**src/rtl/irq_msg_pkg.sv**
```systemverilog
package irq_msg_pkg;

    localparam int unsigned NUM_VEC = 32;
    localparam int unsigned WORD_W  = 32;
    localparam int unsigned VEC_W   = $clog2(NUM_VEC);
    localparam int unsigned CNT_W   = $clog2(NUM_VEC + 1);
    localparam int unsigned SEL_W   = 3;

    typedef enum logic [SEL_W-1:0] {
        SEL_ENABLE = 3'd0,
        SEL_ADDR   = 3'd1,
        SEL_BASE   = 3'd2,
        SEL_MASK   = 3'd3,
        SEL_COUNT  = 3'd4
    } cfg_sel_e;

    typedef struct packed {
        logic               enable;
        logic [WORD_W-1:0]  addr;
        logic [WORD_W-1:0]  base;
        logic [NUM_VEC-1:0] mask;
        logic [CNT_W-1:0]   count;
    } cfg_t;

    typedef struct packed {
        logic [WORD_W-1:0] addr;
        logic [WORD_W-1:0] data;
        logic [VEC_W-1:0]  vec;
    } msg_t;

    // Vectors below the programmed count are in use; counts above NUM_VEC saturate.
    function automatic logic [NUM_VEC-1:0] in_use(input logic [CNT_W-1:0] cnt);
        logic [NUM_VEC-1:0] m;
        for (int k = 0; k < NUM_VEC; k++) begin
            m[k] = (k < int'(cnt));
        end
        return m;
    endfunction

    function automatic logic [WORD_W-1:0] vec_data(input logic [WORD_W-1:0] base,
                                                   input logic [VEC_W-1:0]  idx);
        return base + WORD_W'(idx);
    endfunction

endpackage

```
**src/rtl/irq_msg_cfg.sv**
```systemverilog
module irq_msg_cfg
    import irq_msg_pkg::*;
(
    input  logic              clk,
    input  logic              rst,
    input  logic              we,
    input  logic [SEL_W-1:0]  sel,
    input  logic [WORD_W-1:0] wdata,
    output cfg_t              cfg
);

    cfg_t cfg_q;

    always_ff @(posedge clk) begin
        if (rst) begin
            cfg_q <= '0;
        end else if (we) begin
            case (cfg_sel_e'(sel))
                SEL_ENABLE: cfg_q.enable <= wdata[0];
                SEL_ADDR:   cfg_q.addr   <= wdata;
                SEL_BASE:   cfg_q.base   <= wdata;
                SEL_MASK:   cfg_q.mask   <= wdata[NUM_VEC-1:0];
                SEL_COUNT:  cfg_q.count  <= wdata[CNT_W-1:0];
                default:    cfg_q        <= cfg_q;
            endcase
        end
    end

    assign cfg = cfg_q;

endmodule

```
**src/rtl/irq_msg_pend.sv**
```systemverilog
module irq_msg_pend
    import irq_msg_pkg::*;
(
    input  logic               clk,
    input  logic               rst,
    input  logic               enable,
    input  logic [NUM_VEC-1:0] use_vec,
    input  logic [NUM_VEC-1:0] evt,
    input  logic               clr_vld,
    input  logic [VEC_W-1:0]   clr_idx,
    output logic [NUM_VEC-1:0] pend
);

    for (genvar g = 0; g < NUM_VEC; g++) begin : g_bit
        logic bit_q;
        always_ff @(posedge clk) begin
            if (rst) begin
                bit_q <= 1'b0;
            end else if (!enable || !use_vec[g]) begin
                bit_q <= 1'b0;
            end else if (evt[g]) begin
                bit_q <= 1'b1;              // a fresh event outranks the accept clear
            end else if (clr_vld && clr_idx == VEC_W'(g)) begin
                bit_q <= 1'b0;
            end
        end
        assign pend[g] = bit_q;
    end

endmodule

```
**src/rtl/irq_msg_arb.sv**
```systemverilog
module irq_msg_arb #(
    parameter int unsigned N = 32,
    localparam int unsigned W = $clog2(N)
) (
    input  logic [N-1:0] req,
    output logic         gnt_vld,
    output logic [W-1:0] gnt_idx
);

    always_comb begin
        gnt_vld = |req;
        gnt_idx = '0;
        for (int k = N - 1; k >= 0; k--) begin
            if (req[k]) gnt_idx = W'(k);
        end
    end

endmodule

```
**src/rtl/irq_msg_out.sv**
```systemverilog
module irq_msg_out
    import irq_msg_pkg::*;
(
    input  logic              clk,
    input  logic              rst,
    input  logic              load,
    input  logic [VEC_W-1:0]  idx,
    input  logic [WORD_W-1:0] addr,
    input  logic [WORD_W-1:0] base,
    input  logic              ready,
    output logic              valid,
    output msg_t              msg
);

    logic valid_q;
    msg_t msg_q;

    always_ff @(posedge clk) begin
        if (rst) begin
            valid_q <= 1'b0;
            msg_q   <= '0;
        end else if (valid_q) begin
            if (ready) valid_q <= 1'b0;
        end else if (load) begin
            valid_q    <= 1'b1;
            msg_q.addr <= addr;
            msg_q.data <= vec_data(base, idx);
            msg_q.vec  <= idx;
        end
    end

    assign valid = valid_q;
    assign msg   = msg_q;

endmodule

```
**src/rtl/irq_msg_gen.sv**
```systemverilog
module irq_msg_gen
    import irq_msg_pkg::*;
(
    input  logic               clk,
    input  logic               rst,
    input  logic               cfg_we,
    input  logic [SEL_W-1:0]   cfg_sel,
    input  logic [WORD_W-1:0]  cfg_wdata,
    input  logic [NUM_VEC-1:0] src_evt,
    output logic               msg_valid,
    input  logic               msg_ready,
    output logic [WORD_W-1:0]  msg_addr,
    output logic [WORD_W-1:0]  msg_data
);

    cfg_t               cfg;
    msg_t               msg;
    logic               en_q;
    logic [WORD_W-1:0]  base_q;
    logic [NUM_VEC-1:0] use_vec;
    logic [NUM_VEC-1:0] pend;
    logic [NUM_VEC-1:0] eligible;
    logic               gnt_vld;
    logic [VEC_W-1:0]   gnt_idx;
    logic               accept;

    irq_msg_cfg u_cfg (
        .clk   (clk),
        .rst   (rst),
        .we    (cfg_we),
        .sel   (cfg_sel),
        .wdata (cfg_wdata),
        .cfg   (cfg)
    );

    assign en_q    = cfg.enable;
    assign base_q  = cfg.base;
    assign use_vec = in_use(cfg.count);
    assign accept  = msg_valid && msg_ready;

    irq_msg_pend u_pend (
        .clk     (clk),
        .rst     (rst),
        .enable  (en_q),
        .use_vec (use_vec),
        .evt     (src_evt),
        .clr_vld (accept),
        .clr_idx (msg.vec),
        .pend    (pend)
    );

    assign eligible = pend & ~cfg.mask;

    irq_msg_arb #(.N(NUM_VEC)) u_arb (
        .req     (eligible),
        .gnt_vld (gnt_vld),
        .gnt_idx (gnt_idx)
    );

    irq_msg_out u_out (
        .clk   (clk),
        .rst   (rst),
        .load  (en_q && gnt_vld),
        .idx   (gnt_idx),
        .addr  (cfg.addr),
        .base  (cfg.base),
        .ready (msg_ready),
        .valid (msg_valid),
        .msg   (msg)
    );

    assign msg_addr = msg.addr;
    assign msg_data = msg.data;

endmodule

```
**config.mk**
```make
export PLATFORM = sky130hd
export DESIGN_NAME = irq_msg_gen
export DESIGN_NICKNAME = d
export VERILOG_FILES = /design/src/rtl/irq_msg_pkg.sv /design/src/rtl/irq_msg_cfg.sv /design/src/rtl/irq_msg_pend.sv /design/src/rtl/irq_msg_arb.sv /design/src/rtl/irq_msg_out.sv /design/src/rtl/irq_msg_gen.sv
export SDC_FILE = /design/constraint.sdc
export NUM_CORES = 1
export LEC_CHECK = 0
export BUFFER_PORTS_ARGS = -buffer_cell sky130_fd_sc_hd__buf_4
export CAP_MARGIN = 20
export CORE_MARGIN = 5
export CORE_UTILIZATION = 35
export CTS_CLUSTER_DIAMETER = 50
export DETAILED_ROUTE_END_ITERATION = 12
export PLACE_DENSITY_LB_ADDON = 0.08
export SLEW_MARGIN = 20
export SYNTH_ARGS = -nofsm -noshare
export SYNTH_HDL_FRONTEND = slang
export SYNTH_SLANG_ARGS = --single-unit
```
**constraint.sdc**
```tcl
create_clock -name clk -period 9.6 [get_ports clk]
set_input_delay 0.96 -clock clk [delete_from_list [all_inputs] [get_ports clk]]
set_output_delay 0.96 -clock clk [all_outputs]
set_load 0.02 [all_outputs]
```
# ---- After elaboration in Yosys (flattened, before gate mapping)
# Index checks and enable logic that the tools add are counted.
dict set report classes {
  addsub 1
  multipliers 0
  div 0
  magnitude_cmp 32
  eq_ne 35
  shifts 0
  muxes 99
  n_bitwise 3
  reduce_logical 172
}
# operator count
set ops {}
lappend ops {{5-bit 2-to-1 mux} 32}
lappend ops {{5-bit by 6-bit less-than comparator with 1-bit output (first input constant)} 16}
lappend ops {{5-bit equality test (second input constant)} 16}
lappend ops {{1-bit 2-to-1 mux} 67}
lappend ops {{2-bit nonzero test} 32}
lappend ops {{2-bit OR reduction} 32}
lappend ops {{4-bit by 6-bit less-than comparator with 1-bit output (first input constant)} 8}
lappend ops {{5-bit by 4-bit equality test with 1-bit output (second input constant)} 8}
lappend ops {{1-bit logical AND} 34}
lappend ops {{1-bit zero test} 33}
lappend ops {{32-bit by 5-bit adder with 32-bit output} 1}
lappend ops {{32-bit bitwise AND} 1}
lappend ops {{1-bit logical OR} 32}
lappend ops {{32-bit inverter} 1}
lappend ops {{32-bit OR reduction} 1}
lappend ops {{3-bit by 6-bit less-than comparator with 1-bit output (first input constant)} 4}
lappend ops {{5-bit by 3-bit equality test with 1-bit output (second input constant)} 4}
lappend ops {{1-bit by 6-bit less-than comparator with 1-bit output (first input constant)} 2}
lappend ops {{2-bit by 6-bit less-than comparator with 1-bit output (first input constant)} 2}
lappend ops {{2-bit AND reduction} 6}
lappend ops {{5-bit by 2-bit equality test with 1-bit output (second input constant)} 2}
lappend ops {{3-bit by 2-bit equality test with 1-bit output (second input constant)} 2}
lappend ops {{5-bit by 1-bit equality test with 1-bit output (second input constant)} 1}
lappend ops {{5-bit zero test} 1}
lappend ops {{other kinds (4)} 4}
dict set report totals {
  ff_bits 205
  latchBits 0
  ram_bits 0
  rom_bits 0
  inputBits 71
  output_inout_bits 65
  mem_count 0
}

# ---- Depth between registers and ports, before layout
# Gate-level depths: netlist of the first run.
dict set report depth {
  ltp_word 35
  ltp_mapped 16
  depth_no_buf 15
}

# ---- By module
# From an unflattened synthesis of the first run, not the netlist that was laid out.
dict set report hier_totals {
  hier_cells 1183
  area_unflattened_um2 10518.8
}
# mod instances cells_per_inst area_each_um2
set modules_own_cells {}
lappend modules_own_cells {irq_msg_cfg 1 375 4166.5}
lappend modules_own_cells {irq_msg_out 1 434 3402.0}
lappend modules_own_cells {irq_msg_pend 1 212 2010.7}
lappend modules_own_cells {irq_msg_gen 1 97 554.3}
lappend modules_own_cells {irq_msg_arb 1 65 385.4}

# ---- Least setup slack after synthesis of the first run
# OpenSTA, ideal clock, no wires.
dict set report synth_timing {
  path_type {register to register}
  from {reg u_cfg.cfg_q, in the netlist u_cfg.cfg[37]}
  to {reg u_out.msg_q, in the netlist u_out.msg[35]}
  arrival_time_ps 2944
  required_ps 9458
  setup_slack_ps 6514
  path_stages_with_launch 16
  path_buffers 0
  period_less_slack_ps 3086
  path_cell_list {dfxtp_1 nand2b_1 o211ai_1 a2111oi_0 o41ai_1 a21oi_1 nor2_1 ha_1 inv_1 fa_1 nand2b_1 a21oi_1 o21ai_0 nor4_1 xnor2_1 a211oi_2}
}
dict set report synth_between {
  elab_chain_cells 35
  elab_cells_between_ends 38
}
# item line_no
set synth_lines {}
lappend synth_lines {{start: declaration} irq_msg_cfg.sv:12} ;# cfg_t cfg_q;
lappend synth_lines {{start signal: assignment} irq_msg_cfg.sv:24} ;# default: cfg_q <= cfg_q;
lappend synth_lines {{32-bit inverter} irq_msg_gen.sv:52} ;# assign eligible = pend & ~cfg.mask;
lappend synth_lines {{32-bit bitwise AND} irq_msg_gen.sv:52}
lappend synth_lines {{5-bit 2-to-1 mux (32 in series)} irq_msg_arb.sv:14} ;# if (req[k]) gnt_idx = W'(k);
lappend synth_lines {{via gnt_idx[0]} irq_msg_gen.sv:24} ;# logic [VEC_W-1:0] gnt_idx;
lappend synth_lines {{32-bit by 5-bit adder with 32-bit output} irq_msg_pkg.sv:42} ;# return base + WORD_W'(idx);
lappend synth_lines {{end: declaration} irq_msg_out.sv:16} ;# msg_t msg_q;
# The timed path passes the listed nets, and every way through them passes these cells.
# A chain may end at the register's enable or synchronous reset.

# ---- Worst setup path after layout of the first run
dict set report layout_timing {
  from {reg u_pend.g_bit[21].bit_q}
  to {reg u_out.msg_q, in the netlist u_out.msg[35]}
}
dict set report layout_between {
  elab_chain_cells 24
  elab_cells_between_ends 27
}
# item line_no
set layout_lines {}
lappend layout_lines {{start: declaration} irq_msg_pend.sv:15} ;# logic bit_q;
lappend layout_lines {{start signal: assignment} irq_msg_pend.sv:18} ;# bit_q <= 1'b0;
lappend layout_lines {{start signal: assignment} irq_msg_pend.sv:20} ;# bit_q <= 1'b0;
lappend layout_lines {{start signal: assignment} irq_msg_pend.sv:22} ;# bit_q <= 1'b1;
lappend layout_lines {{32-bit bitwise AND} irq_msg_gen.sv:52}
lappend layout_lines {{5-bit 2-to-1 mux (22 in series)} irq_msg_arb.sv:14}
lappend layout_lines {{via gnt_idx[0]} irq_msg_gen.sv:24}
lappend layout_lines {{32-bit by 5-bit adder with 32-bit output} irq_msg_pkg.sv:42}
# The timed path passes the listed nets, and every way through them passes these cells.

==> results of run 1 <==
==> worst max path at each step <==
stage	startpoint	endpoint	slack, ns	depth (start not counted)
2_1_floorplan	u_cfg.cfg[37]	u_out.msg[35]	6.51	15
3_3_place_gp	u_pend.g_bit[26].bit_q	u_out.msg[29]	5.89	15
3_5_place_dp	u_cfg.cfg[37]	u_out.msg[35]	5.85	15
4_1_cts	u_pend.g_bit[26].bit_q	u_out.msg[29]	5.83	15
5_1_grt	u_pend.g_bit[26].bit_q	u_out.msg[29]	5.49	15
6_report	u_pend.g_bit[21].bit_q	u_out.msg[35]	5.84	14
==> power breakdown <==
part           leakage [nW]  total [mW]  switching (mW)  internal [mW]
logic                  1.81      0.0852          0.0525         0.0326
clock network         0.460        1.06           0.385          0.679
registers              1.65       0.869         0.00878          0.861
==> critical path: cells and delay by family, from the launching register on <==
kind	cells	cell delay, ns
fa+ha+maj	2	0.58
compound gates	6	1.37
flops	1	0.33
simple gates	4	1.09
xor+xnor	1	0.18
buf+inv	1	0.06
==> placed cells by master (no fill, tap or decap), types with 3 or more instances in the layout <==
cell,Yosys,routed
o21ai_0,21,21
clkinv_4,0,4
clkbuf_1,58,9
o41ai_1,3,3
a211oi_1,20,20
nand3_1,19,19
a21oi_1,178,178
bufinv_16,0,4
and4_1,3,3
o211ai_1,4,4
nand2_1,307,307
a221oi_1,10,10
nor3_1,23,23
inv_1,21,21
a211oi_2,21,20
xnor2_1,16,16
nor2b_1,31,31
nor4_1,7,7
mux2i_1,6,6
or2_2,5,5
and3_1,7,7
clkbuf_16,0,29
nor2_1,63,62
xor2_1,10,10
nand3b_1,3,3
or3_1,6,6
nand2b_1,27,27
buf_4,65,140
nand4_1,11,11
ha_1,5,5
dfxtp_1,205,205
==> logic make-up after synthesis <==
kind of cell / count (synthesis) / share of synthesized area
flip-flops: 205 / 0.438
buffers and inverters: 156 / 0.0941
multiplexers: 6 / 0.00641
adder cells (fa/ha/maj): 6 / 0.00882
XOR/XNOR: 26 / 0.0243
AND/OR/NAND/NOR: 525 / 0.252
AO/OA/AOI/OAI: 269 / 0.176
==> per-stage QoR <==
stage	hold WS (ns)	power (mW)	area [um2]	cells	worst slack [ns]
2_1_floorplan	0.431	0.923	9360	1193	6.51
3_3_place_gp	0.441	0.974	10100	1535	5.89
3_5_place_dp	0.447	0.974	10100	1535	5.85
4_1_cts	0.452	2.05	11000	1586	5.83
5_1_grt	0.470	2.09	11000	1586	5.49
6_report	0.452	2.02	11000	1586	5.84
==> state kept, by name, summed over array words and instances (netlist names) <==
| name | count |
|---|---|
| u_pend.g_bit.bit_q | 32 |
| u_out.valid | 1 |
| u_out.msg | 69 |
| u_cfg.cfg | 103 |
==> cell type report <==
| cell class | count | area (um2) | share of cell area |
|---|---|---|---|
| inverter | 21 | 78.8 | 0.00715 |
| clock buffer | 40 | 787 | 0.0713 |
| clock inverter | 11 | 179 | 0.0162 |
| timing repair buffer | 142 | 1070 | 0.0973 |
| tap | 335 | 419 | 0.0380 |
| sequential | 205 | 4100 | 0.372 |
| multi-input combinational | 832 | 4390 | 0.398 |
==> per-layer routing <==
| layer | GRT usage | vias up | part of all wire |
|---|---|---|---|
| li1 | - | 4049 | - |
| met1 | 0.261 | 3698 | 0.48 |
| met2 | 0.304 | 164 | 0.46 |
| met3 | 0.0286 | 41 | 0.039 |
| met4 | 0.0419 | 0 | 0.021 |
| met5 | 0 | - | 0 |
==> impl_metrics.ini, run 1 <==
[run_status]
run_status = finished clean

[floorplanning]
floorplan.rows = 59
die_x_um = 174
start_util = 0.357
die_area_um2 = 30100
core_um2 = 26200
die_h_um = 174
io_pins = 136

[clock_network]
clock_path_buffers = 3
cts_root_buf = clkbuf_16
tritoncts.num_buffers = 28
postCtsSetupBuffers = 0
cts_tree = built
cts_max_level = 1
cts_resized = 0
hold_buffers = 0
clk_pin_slew_worst_paths_ns = 0.06
clock-sinks = 205
clk_latency_ns = 0.53

[timing]
setup_tns_ns = 0
worst_slew_pin_slew_ns = 1.07
setup_viol_count_final = 0
relSlewSlack = 0.286
grt_setup_unrepaired = no
hold_viol_final = 0
slew_viol_final = 0
timing.fmax_ghz = 0.266
post-route-period-util = 0.392
finalClockSkew_ns = 0.00987
finalCriticalPeriod_ns = 3.76

[cells_and_area]
drive_above_1_share = 0.171
nNetsFinal = 1307
synthToLayoutAreaGrowth_pct = 17.8
final_util = 0.421
nFillCells = 2744
diodes = 0

[min_path]
worstHoldPathType = reg2reg
whs_path_depth = 2
hp-start = u_out.msg[7]
min_to = u_out.msg[7]

[setup_path]
ff2ff_path_depth = 14
r2r-start = u_pend.g_bit[21].bit_q
arrival_ns = 4.13
crit_path_max_incr_delay_ns = 0.47
reg2reg_slack_ns = 5.84
cp_slowest_cell = o41ai_1
worstPathMaxFanout = 6
path_cells = nor2b_1 > a2111oi_0 > o41ai_1 > a21oi_1 > nor2_1 > ha_1 > inv_1 > fa_1 > nand2b_1 > a21oi_1 > o21ai_0 > nor4_1 > xnor2_1 > a211oi_2
crit_required_ns = 9.97
cp-start-kind = register
endpoint_kind = register
worst_r2r_endpoint = u_out.msg[35]
worstSetupPathType = reg2reg
crit_top_cell = a21oi_1

[yosys]
syn_inst = 1193
synth_most_common_cell = nand2_1
synth_warnings = 0
synthArstFlopShare = 0
post_synth_instance_area_um2 = 9360
avgSynthCellArea_um2 = 7.85
yosysTopAreaCellShare = 0.438
synthTopCellsByArea = dfxtp_1, nand2_1, a21oi_1, buf_4, a211oi_2
ys_ff_latch = 205
yosys.area.top_type = dfxtp_1
synth_edf_count = 0
synth_cell_types = 51
yosys_most_used_dff = dfxtp_1
synthTopCellsByCount = nand2_1, dfxtp_1, a21oi_1, buf_4, nor2_1
synthesis.nets = 1270
yosysSeqAreaShare = 0.438

[route]
wl_per_cell_um = 18.1
wl_um = 28700
drcViolationCount = 0
vias_per_cell = 5.01
routed-via-count = 7952
ant_nets = 0
drt_pass1_iterations = 5
drtIter0Drc = 445

[global_routing]
gr-usage-all-layers = 0.186
grt.overflow.total = 0
grt_max_degree = 96
grt_pass1_vias = 7877
grt_pass1_wl_um = 45400
antenna_found_initial = 0

[power_and_ir_drop]
p_per_area_nw_per_um2 = 183
p_leak_nw = 3.93
ir_worst_vdd_mv = 0.108

[flow_run]
drv_cap = 0

[place]
portBuffers = 135
dp_hpwl_um = 20700
gp_routability_congestion = 0.839
Note: power is estimated with default switching activity, not from simulation.
==> run 2, diff against run 1 <==
Clock period 9.6 ns to 3.1 ns, I/O delays scaled along.
==> run 2 against run 1 <==
Against the previous run:
- utilization rose by 3.9 points
- cell count rose by 4.9%
- worst hold slack got worse by 0.43 ns
- critical path depth fell by 2
- sequential power rose to 3.1 times the previous value
- final area rose by 9.2%
- global-route usage rose by 0.35 points
- flip-flop and latch count did not move
- non-clock buffer count rose by 75
- sequential share of layout area fell by 2.9 points
- via count rose by 4.3%
==> impl_metrics.ini, run 2 (same netlist as run 1, synthesis figures left out) <==
[global_routing]
grt_pass1_wl_um = 46400
grt_max_degree = 106
gr-usage-all-layers = 0.190
antenna_found_initial = 0
grt_pass1_vias = 7982
grt.overflow.total = 0

[cells_and_area]
largest_reg_flops = 103
nNetsFinal = 1383
final_area_um2 = 12000
nFillCells = 2665
drive_above_1_share = 0.280
final_cell_mix = nand2_1, buf_4, dfxtp_1
synthToLayoutAreaGrowth_pct = 28.7
diodes = 0
mostFrequentLayoutCell = nand2_1

[timing]
slew_viol_final = 0
finalCriticalPeriod_ns = 3.10
grt_setup_unrepaired = yes
relSlewSlack = 0.474
hold_viol_final = 0
worst_slew_pin_slew_ns = 0.783
finalClockSkew_ns = 0.0133
post-route-period-util = 0.999
setup_tns_ns = 0
timing.fmax_ghz = 0.323
setup_viol_count_final = 0

[clock_network]
tritoncts.num_buffers = 29
clk_pin_slew_worst_paths_ns = 0.06
clock-sinks = 205
clk_latency_ns = 0.54
cts_root_buf = clkbuf_16
cts_tree = built
clock_path_buffers = 3
cts_max_level = 1
hold_buffers = 0

[floorplanning]
die_h_um = 174
core_um2 = 26200
die_x_um = 174
die_area_um2 = 30100
io_pins = 136
floorplan.rows = 59
start_util = 0.357

[route]
met3_wirelength_um = 1290
vias_per_cell = 4.99
wl_per_cell_um = 17.8
dr_wl_met2_um = 13600
wl_um = 29700
drtIter0Drc = 570
met1_length_um = 14200
top_layer = met4
drt_pass1_iterations = 5
drcViolationCount = 0
ant_nets = 0
routed-via-count = 8294

[setup_path]
crit_path_max_incr_delay_ns = 0.55
cp_slowest_cell = or4_4
cp-start-kind = register
worstPathMaxFanout = 6
crit_required_ns = 3.55
path_cells = buf_6 > nor2b_4 > or4_4 > o211ai_1 > a311oi_2 > ha_2 > o21ai_2 > o21ai_2 > o211ai_1 > buf_4 > or3_1 > a311oi_1
arrival_ns = 3.54
worstSetupPathType = reg2reg
endpoint_kind = register

[flow_run]
drv_cap = 0

[place]
dp_hpwl_um = 21400
place_area_um2 = 10500
gp_routability_congestion = 0.833
portBuffers = 135

[min_path]
worstHoldPathType = in2reg

[power_and_ir_drop]
combPwrFrac = 0.045
seq_power_share = 0.442
p_leak_nw = 4.48
switchingPower_mw = 1.46
ir_worst_vdd_mv = 0.287
p_int_mw = 4.64
netSwitchingFraction = 0.239
p_per_area_nw_per_um2 = 506
clockPowerShare = 0.513

[run_status]
run_status = finished clean
==> run 2: cell types whose count changed in the layout (fill, tap and decap cells not counted), moves of 5 or more <==
cell / delta
xnor2_1: -5
a21oi_2: +6
dfxtp_1: -18
buf_4: +66
nor2b_1: -11
nor2b_4: +10
dfxtp_2: +16
clkinv_2: +6
buf_6: +6
a21oi_1: -7
xnor2_2: +5
nor3_1: -6
o21ai_0: -5
==> run 2: repair_timing <==
action | 4_1_cts | 5_1_grt
pin swaps | 29 | 37
endpoints found under the setup margin | 27 | 28
gates resized for setup | 65 | 52
buffers inserted | 9 | 8
==> run 2: final timing paths <==
kind         slack [ns]  depth (start not counted)              startpoint                    end
max               0.002                         12  u_pend.g_bit[27].bit_q          u_out.msg[26]
min                0.03                          3              src_evt[9]  u_pend.g_bit[9].bit_q
max reg2reg       0.002                         12  u_pend.g_bit[27].bit_q          u_out.msg[26]
min reg2reg        0.45                          2           u_cfg.cfg[95]          u_out.msg[62]
==> run 2: power by group through the flow <==
stage | Combinational (mW) | Clock (mW) | Sequential (mW)
6_report | 0.274 | 3.13 | 2.69
5_1_grt | 0.299 | 3.34 | 2.70
4_1_cts | 0.274 | 3.20 | 2.69
3_5_place_dp | 0.270 | 0 | 2.75
3_3_place_gp | 0.271 | 0 | 2.75
2_1_floorplan | 0.123 | 0 | 2.74
==> run 2: routing by layer <==
metal	vias to the layer above	GRT usage
met5	-	0
met4	0	0.0482
met3	37	0.0270
met2	196	0.304
met1	3862	0.269
li1	4199	-
==> run 2: worst max-delay path, delay by kind of cell (launching register included) <==
| kind | cells | cell delay [ns] |
|---|---|---|
| buf+inv | 2 | 0.33 |
| compound gates | 6 | 0.98 |
| flops | 1 | 0.32 |
| simple gates | 3 | 0.97 |
| fa+ha+maj | 1 | 0.39 |
==> run 2: through the flow <==
stage | total power, mW | utilization | hold WS, ns | std cells | worst slack (ns)
after floorplan | 2.86 | - | 0.431 | 1193 | 0.0144
after detailed placement | 3.02 | 0.403 | 0.441 | 1595 | -0.457
after global routing | 6.33 | 0.460 | 0.0233 | 1663 | -0.138
final | 6.10 | 0.460 | 0.0254 | 1663 | 0.00227
after global placement | 3.02 | 0.403 | 0.439 | 1595 | -0.414
after CTS | 6.17 | 0.449 | 0.0154 | 1656 | -0.0587
==> run 2: layout make-up <==
cell class | count | area (um2) | area share
Multi-Input combinational cell | 832 | 4800 | 0.398
Sequential cell | 205 | 4130 | 0.343
Timing Repair Buffer | 217 | 1700 | 0.141
Clock buffer | 39 | 813 | 0.0675
Tap cell | 335 | 419 | 0.0348
Clock inverter | 14 | 111 | 0.00924
Inverter | 21 | 78.8 | 0.00654
